`src/rtl/cdt_pkg.sv`:
```
package cdt_pkg;
  localparam int unsigned CDT_W = 32;

  // next count: a load has priority; otherwise step toward zero and stop there
  function automatic logic [CDT_W-1:0] cdt_next(
    input logic [CDT_W-1:0] cur,
    input logic             ld,
    input logic [CDT_W-1:0] ld_val
  );
    if (ld)              return ld_val;
    else if (cur != '0)  return cur - 1'b1;
    else                 return cur;
  endfunction

  // expiry event: last step from one to zero, not overridden by a load
  function automatic logic cdt_expires(
    input logic [CDT_W-1:0] cur,
    input logic             ld
  );
    return (cur == {{(CDT_W-1){1'b0}}, 1'b1}) && !ld;
  endfunction
endpackage

```
`src/rtl/cdt_step.sv`:
```
module cdt_step
  import cdt_pkg::*;
#(
  parameter int unsigned W = CDT_W
) (
  input  logic [W-1:0] cur_cnt,
  input  logic         ld,
  input  logic [W-1:0] ld_val,
  output logic [W-1:0] nxt_cnt,
  output logic         expire_ev
);
  localparam logic [W-1:0] ONE = {{(W-1){1'b0}}, 1'b1};

  always_comb begin
    if (ld)                nxt_cnt = ld_val;
    else if (cur_cnt != '0) nxt_cnt = cur_cnt - ONE;
    else                   nxt_cnt = cur_cnt;
    expire_ev = (cur_cnt == ONE) && !ld;
  end
endmodule

```
`src/rtl/cdt_count_reg.sv`:
```
module cdt_count_reg #(
  parameter int unsigned W = 32
) (
  input  logic         clk,
  input  logic         rst_n,
  input  logic [W-1:0] d,
  output logic [W-1:0] q
);
  always_ff @(posedge clk) begin
    if (!rst_n) q <= '0;
    else        q <= d;
  end
endmodule

```
`src/rtl/cdt_irq_gen.sv`:
```
module cdt_irq_gen (
  input  logic clk,
  input  logic rst_n,
  input  logic expire_ev,
  output logic irq
);
  always_ff @(posedge clk) begin
    if (!rst_n) irq <= 1'b0;
    else        irq <= expire_ev;
  end


  irq_single_cycle_chk: assert property (@(posedge clk) disable iff (!rst_n)
    irq |=> !irq);
endmodule

```
`src/rtl/cdt_timer.sv`:
```
module cdt_timer
  import cdt_pkg::*;
#(
  parameter int unsigned W = CDT_W
) (
  input  logic         clk,
  input  logic         rst_n,
  input  logic         load_en,
  input  logic [W-1:0] load_val,
  output logic [W-1:0] count_o,
  output logic         irq_o
);
  localparam logic [W-1:0] ONE = {{(W-1){1'b0}}, 1'b1};

  logic [W-1:0] cnt_q;
  logic [W-1:0] cnt_d;
  logic         expire_ev;
  logic         irq_q;

  cdt_step #(.W(W)) u_step (
    .cur_cnt  (cnt_q),
    .ld       (load_en),
    .ld_val   (load_val),
    .nxt_cnt  (cnt_d),
    .expire_ev(expire_ev)
  );

  cdt_count_reg #(.W(W)) u_cnt (
    .clk  (clk),
    .rst_n(rst_n),
    .d    (cnt_d),
    .q    (cnt_q)
  );

  cdt_irq_gen u_irq (
    .clk      (clk),
    .rst_n    (rst_n),
    .expire_ev(expire_ev),
    .irq      (irq_q)
  );

  assign count_o = cnt_q;
  assign irq_o   = irq_q;


  load_takes_value_chk: assert property (@(posedge clk) disable iff (!rst_n)
    load_en |=> count_o == $past(load_val));


  decrement_step_chk: assert property (@(posedge clk) disable iff (!rst_n)
    (count_o != '0 && !load_en) |=> count_o == $past(count_o) - ONE);


  idle_hold_chk: assert property (@(posedge clk) disable iff (!rst_n)
    (count_o == '0 && !load_en) |=> (count_o == '0 && !irq_o));


  irq_at_expiry_chk: assert property (@(posedge clk) disable iff (!rst_n)
    (count_o == ONE && !load_en) |=> (irq_o && count_o == '0));


  load_beats_expiry_chk: assert property (@(posedge clk) disable iff (!rst_n)
    (count_o == ONE && load_en) |=> !irq_o);
endmodule

```
`config.mk`:
```
export PLATFORM = sky130hd
export DESIGN_NAME = cdt_timer
export DESIGN_NICKNAME = d
export VERILOG_FILES = /design/src/rtl/cdt_pkg.sv /design/src/rtl/cdt_step.sv /design/src/rtl/cdt_count_reg.sv /design/src/rtl/cdt_irq_gen.sv /design/src/rtl/cdt_timer.sv
export SDC_FILE = /design/constraint.sdc
export NUM_CORES = 1
export LEC_CHECK = 0
export BUFFER_PORTS_ARGS = -buffer_cell sky130_fd_sc_hd__buf_2
export CORE_ASPECT_RATIO = 0.9
export CORE_MARGIN = 3
export CORE_UTILIZATION = 49
export DETAILED_ROUTE_END_ITERATION = 6
export PLACE_DENSITY = 0.82
export SLEW_MARGIN = 30
export SYNTH_ARGS = -nofsm -noshare
export SYNTH_HDL_FRONTEND = slang
export SYNTH_SLANG_ARGS = --single-unit
```
`constraint.sdc`:
```
create_clock -name clk -period 3.2 [get_ports clk]
set_input_delay 0.32 -clock clk [delete_from_list [all_inputs] [get_ports clk]]
set_output_delay 0.32 -clock clk [all_outputs]
set_load 0.01 [all_outputs]
```
## Yosys cells after proc, flatten, opt, wreduce, memory -nomap -nowiden

Index checks and enable logic that the tools add are counted.

| operators by class | value |
|---|---|
| add/subtract/negate cells | 1 |
| eq/ne operators | 1 |
| mux-type cells | 2 |
| reductions and logical operators | 4 |

Operators with widths:

| cell | count |
|---|---|
| $mux 32 | 2 |
| $eq 32x1->1 const B | 1 |
| $reduce_bool 32->1 | 1 |
| $sub 32x1->32 const B | 1 |
| $reduce_bool 2->1 | 1 |
| $logic_and 1x1->1 | 1 |
| $logic_not 1->1 | 1 |

| storage, ports and cells | value |
|---|---|
| register bits after elaboration | 33 |
| input bits | 35 |
| output and inout bits | 33 |
| word-level logic and storage cells | 10 |

## Depth between registers and ports, before layout

| logic depth | value |
|---|---|
| depth in word-level cells | 3 |
| gate-level depth with buffers | 8 |
| gate-level depth less buffers | 7 |

## Hierarchy

Synthesis repeated with hierarchy kept, for this count alone.

| second synthesis, totals | value |
|---|---|
| cell total of the unflattened synthesis | 280 |
| area total of the unflattened synthesis | 2223.4 um^2 |

Modules (own cells, without submodules):

| module | times used | cells each | area each (um^2) |
|---|---|---|---|
| cdt_step | 1 | 211 | 1301.2 |
| cdt_count_reg | 1 | 67 | 895.9 |
| cdt_irq_gen | 1 | 2 | 26.3 |

## Worst setup path after synthesis

Ideal clock, no wire load.

| path | value |
|---|---|
| path type | flip-flop to flip-flop |
| start | reg u_cnt.q[19] |
| end | reg u_cnt.q[9] |
| library setup time | 115 ps |
| data arrival time | 2547 ps |
| slack | 537 ps |
| cell stages (with the launch flop) | 8 |
| path buffers | 2 |
| path through | dfxtp_1 or4_4 or4_4 buf_6 or4_4 buf_6 and3_4 a31o_1 |

| between the ends | value |
|---|---|
| longest elaborated chain between the ends | 2 |

Ends and longest elaborated chain:

| element | RTL line | RTL |
|---|---|---|
| start: declaration | cdt_count_reg.sv:7 | `output logic [W-1:0] q` |
| start signal: assignment | cdt_count_reg.sv:10 | `if (!rst_n) q <= '0;` |
| start signal: assignment | cdt_count_reg.sv:11 | `else q <= d;` |
| $reduce_bool 32->1 | cdt_step.sv:16 | `else if (cur_cnt != '0) nxt_cnt = cur_cnt - ONE;` |
| $reduce_bool 2->1 (no line) | - |  |

Every way passes these cells.
A chain may end at the register's enable or synchronous reset.

## Worst setup path in the final report

| path | value |
|---|---|
| start | reg u_cnt.q[19] |
| end | reg u_cnt.q[13] |

The elaborated chain is that of the path after synthesis.

==> results by group <==
Status
  – Status: completed

Global routing
  – GRT busiest layer: met2
  – First-pass GRT wire length: 8490 um
  – M3 GR Usage: 0.0434
  – Initial antenna violation count: 0
  – Vias in the first global route: 1806
  – Total GRT Usage: 0.228
  – GRT Residual Overflow: 0
  – GRT met1 Usage: 0.312
  – Largest net degree at the start of global routing: 44
  – GRT met2 Usage: 0.360

Timing
  – Final TNS setup: 0 ns
  – Final hold vios: 0
  – Hold_ws: 0.280 ns
  – Minimum clock period: between 2 and 3 ns
  – Part of the cycle the worst path needs: 0.922
  – Worst Skew: roughly 0.010 ns
  – Final setup margin: 0.249 ns
  – Fmax: between 0.3 and 0.4 GHz
  – Slew Limit Headroom: 0.552
  – Unrepaired setup endpoints after global routing: no
  – Finish-stage setup viols: 0
  – Slew @ Worst Pin: 0.662 ns
  – Pins over their slew limit: 0

Clock network
  – CTS tree: done
  – PostCTS Resize Cnt: 0
  – CTS Buf Count: 5
  – Clk buf depth: 2
  – Root Buffer: clkbuf_8
  – Cts hold-fix bufs: 0
  – Post-CTS Setup Bufs: 0
  – Clock latency on the worst-skew pair: 0.29 ns
  – H-tree depth: 2
  – Clock Sinks: 33
  – Register clock-pin slew on the reported worst setup and hold paths: 0.07 ns

Logic synthesis
  – Top FF cell, synth: dfxtp_1
  – Mapped Area: 1900 um^2
  – Seq/Total Area, Yosys: 0.349
  – Async SR Flop Fraction: 0
  – Seq cells post-synth: 33
  – Yosys warnings: 0
  – Syn_nets: around 280
  – Number of synthesized flops with an enable pin: 0
  – Cells after Synth: 240
  – Mean post-synth cell area: slightly below 8 um^2
  – Synth unique cells: 44

Worst setup path
  – CP max stage delay: just over 0.6 ns
  – CP Launch Type: register
  – CP Cell Sequence: or4_4, or4_4, or4_4, nand2_1, o21ai_0
  – CP max FO: 16
  – Reg2Reg Setup Slack: between 0.2 and 0.25 ns
  – Worst R2R Path Depth: 5
  – Crit path DAT: around 3.1 ns
  – Reg2reg start: u_cnt.q[19]
  – Critical path's slowest cell: or4_4
  – Timing endpoint of the critical path: u_cnt.q[13]
  – Critical setup path kind: reg -> reg
  – WP depth: 5
  – Cell family contributing the most delay on the critical path: simple AND/OR/NAND/NOR gates
  – Worst setup startpoint: u_cnt.q[19]
  – Worst path bufs/invs: 0
  – Crit path required time: 3.35 ns
  – Critical path capture point type: register
  – RR Endpoint: u_cnt.q[13]
  – Most common cell on crit path: or4_4

Power
  – P_leak: roughly 0.97 nW
  – P per Cell Area: 479 nW/um^2
  – Peak supply drop: between 0.3 and 0.4 mV

Run
  – Max_cap viols: 0

Place
  – Worst Setup Slack post-DPL: 0.253 ns
  – I/O Buffers: 67
  – Post-DP HPWL: between 3000 and 4000 um
  – Placer Congestion: 0.878

Floorplan
  – Top Ports: 68
  – Chip width: 71.6 um
  – Cell Rows: 20
  – Die ar.: between 4000 and 5000 um^2
  – Initial Utilization: 0.533
  – Die span in y: 65.0 um
  – Core box area: around 3600 um^2

Finish
  – # fillers: 329
  – Share of layout cells above drive strength 1: 0.283
  – Area growth syn-to-layout: 24.4%
  – # diodes: 0
  – Final net count: 340

Route
  – Drt drc: 0
  – Final WL: 5140 um
  – TritonRoute pass-1 iters: 4
  – Vias: 2049
  – DRT antenna net count: 0
  – DRT iter0 DRCs: 138
  – WL/cell: ~15 um
  – DR vias/cell: 5.89

Min path
  – HP Class: in -> reg
-- synthesized netlist by cell type, types with 2 or more instances --
master / count / area [um^2]
or4_1: 3 / 22.5
inv_1: 5 / 18.8
or4_4: 3 / 33.8
a21boi_0: 5 / 37.5
o211ai_1: 2 / 15.0
o31ai_1: 3 / 22.5
nor3_1: 13 / 65.1
ha_1: 2 / 25.0
a32o_1: 2 / 20.0
a31oi_1: 3 / 18.8
and2_1: 2 / 12.5
nand3_1: 5 / 25.0
o21ai_0: 18 / 90.1
dfxtp_1: 33 / 661
o41ai_1: 2 / 17.5
xnor2_1: 14 / 123
or3_1: 3 / 18.8
buf_6: 2 / 22.5
o311ai_0: 2 / 17.5
nand4_1: 3 / 18.8
a211oi_1: 12 / 90.1
nor2_1: 21 / 78.8
clkbuf_1: 11 / 41.3
a21oi_1: 11 / 55.1
or2_2: 2 / 12.5
nor4_1: 16 / 100
nand2_1: 24 / 90.1
o31a_1: 2 / 17.5
-- where the power goes --
group	total [mW]	switching (mW)	leakage, nW	internal, mW
clock	0.406	0.152	0.0585	0.254
combinational	0.234	0.130	0.640	0.104
sequential	0.489	0.0467	0.274	0.442
total	1.13	0.328	0.972	0.800
-- worst min path at each step --
stage | from | endpoint | slack (ns) | depth (start not counted)
floorplan | load_val[0] | u_cnt.q[0] | 0.46 | 2
global placement | u_cnt.q[15] | u_cnt.q[15] | 0.48 | 2
detailed placement | u_cnt.q[15] | u_cnt.q[15] | 0.49 | 2
CTS | load_val[4] | u_cnt.q[4] | 0.27 | 3
global route | load_val[16] | u_cnt.q[16] | 0.30 | 3
finish | load_val[0] | u_cnt.q[0] | 0.28 | 3
-- per-layer routing --
metal  wire length (um)  up-vias
met5                  0        -
met4                 25        0
met3                465        5
met2               2340       90
met1               2310      928
li1                   -     1026
-- stage by stage --
step	util	power [mW]	area [um^2]	cells
after floorplan	-	0.640	1900	240
after global placement	0.631	0.723	2240	340
after detailed placement	0.631	0.728	2240	340
after CTS	0.663	1.13	2360	348
after global routing	0.663	1.19	2360	348
final	0.663	1.13	2360	348
-- flip-flops by register name, summed over array words and instances, names as in the netlist --
signal     count
u_cnt.q       32
u_irq.irq      1
-- cells in the final DEF, fill, tap and decap left out, types with 3 or more instances in the layout --
master	netlist	final
a21oi_1	11	11
or4_4	3	3
o31ai_1	3	3
nor2_1	21	21
buf_4	1	4
a31oi_1	3	3
nand3_1	5	5
or4_1	3	3
clkbuf_8	0	6
buf_2	0	67
nand4_1	3	3
nor3_1	13	13
a211oi_1	12	12
xnor2_1	14	14
o21ai_0	18	18
inv_1	5	5
or3_1	3	3
a21boi_0	5	5
nor4_1	16	16
nand2_1	24	24
dfxtp_1	33	33
-- kinds of logic (layout without fill, tap and decap cells) --
logic type / Yosys count / after routing / share of synthesized area
AND/OR/NAND/NOR: 102 / 102 / 0.285
AO/OA/AOI/OAI: 68 / 68 / 0.237
XOR/XNOR: 14 / 14 / 0.0647
flip-flops: 33 / 33 / 0.349
buffers and inverters: 21 / 85 / 0.0515
adder cells (fa/ha/maj): 2 / 2 / 0.0132
-- worst register-to-register path, delay by kind of cell (launching register included) --
family / cells / cell delay, ns
simple gates: 4 / 2.28
compound gates: 1 / 0.18
flops: 1 / 0.36
-- cell type report --
class | count | area, um^2 | area share
Clock buffer | 7 | 86.3 | 0.0366
Inverter | 6 | 22.5 | 0.00955
Tap cell | 44 | 55.1 | 0.0234
Multi-Input combinational cell | 186 | 1140 | 0.482
Sequential cell | 33 | 661 | 0.280
Timing Repair Buffer | 71 | 365 | 0.155
Clock inverter | 1 | 30.0 | 0.0127
Power figures use the tool's default switching activity.
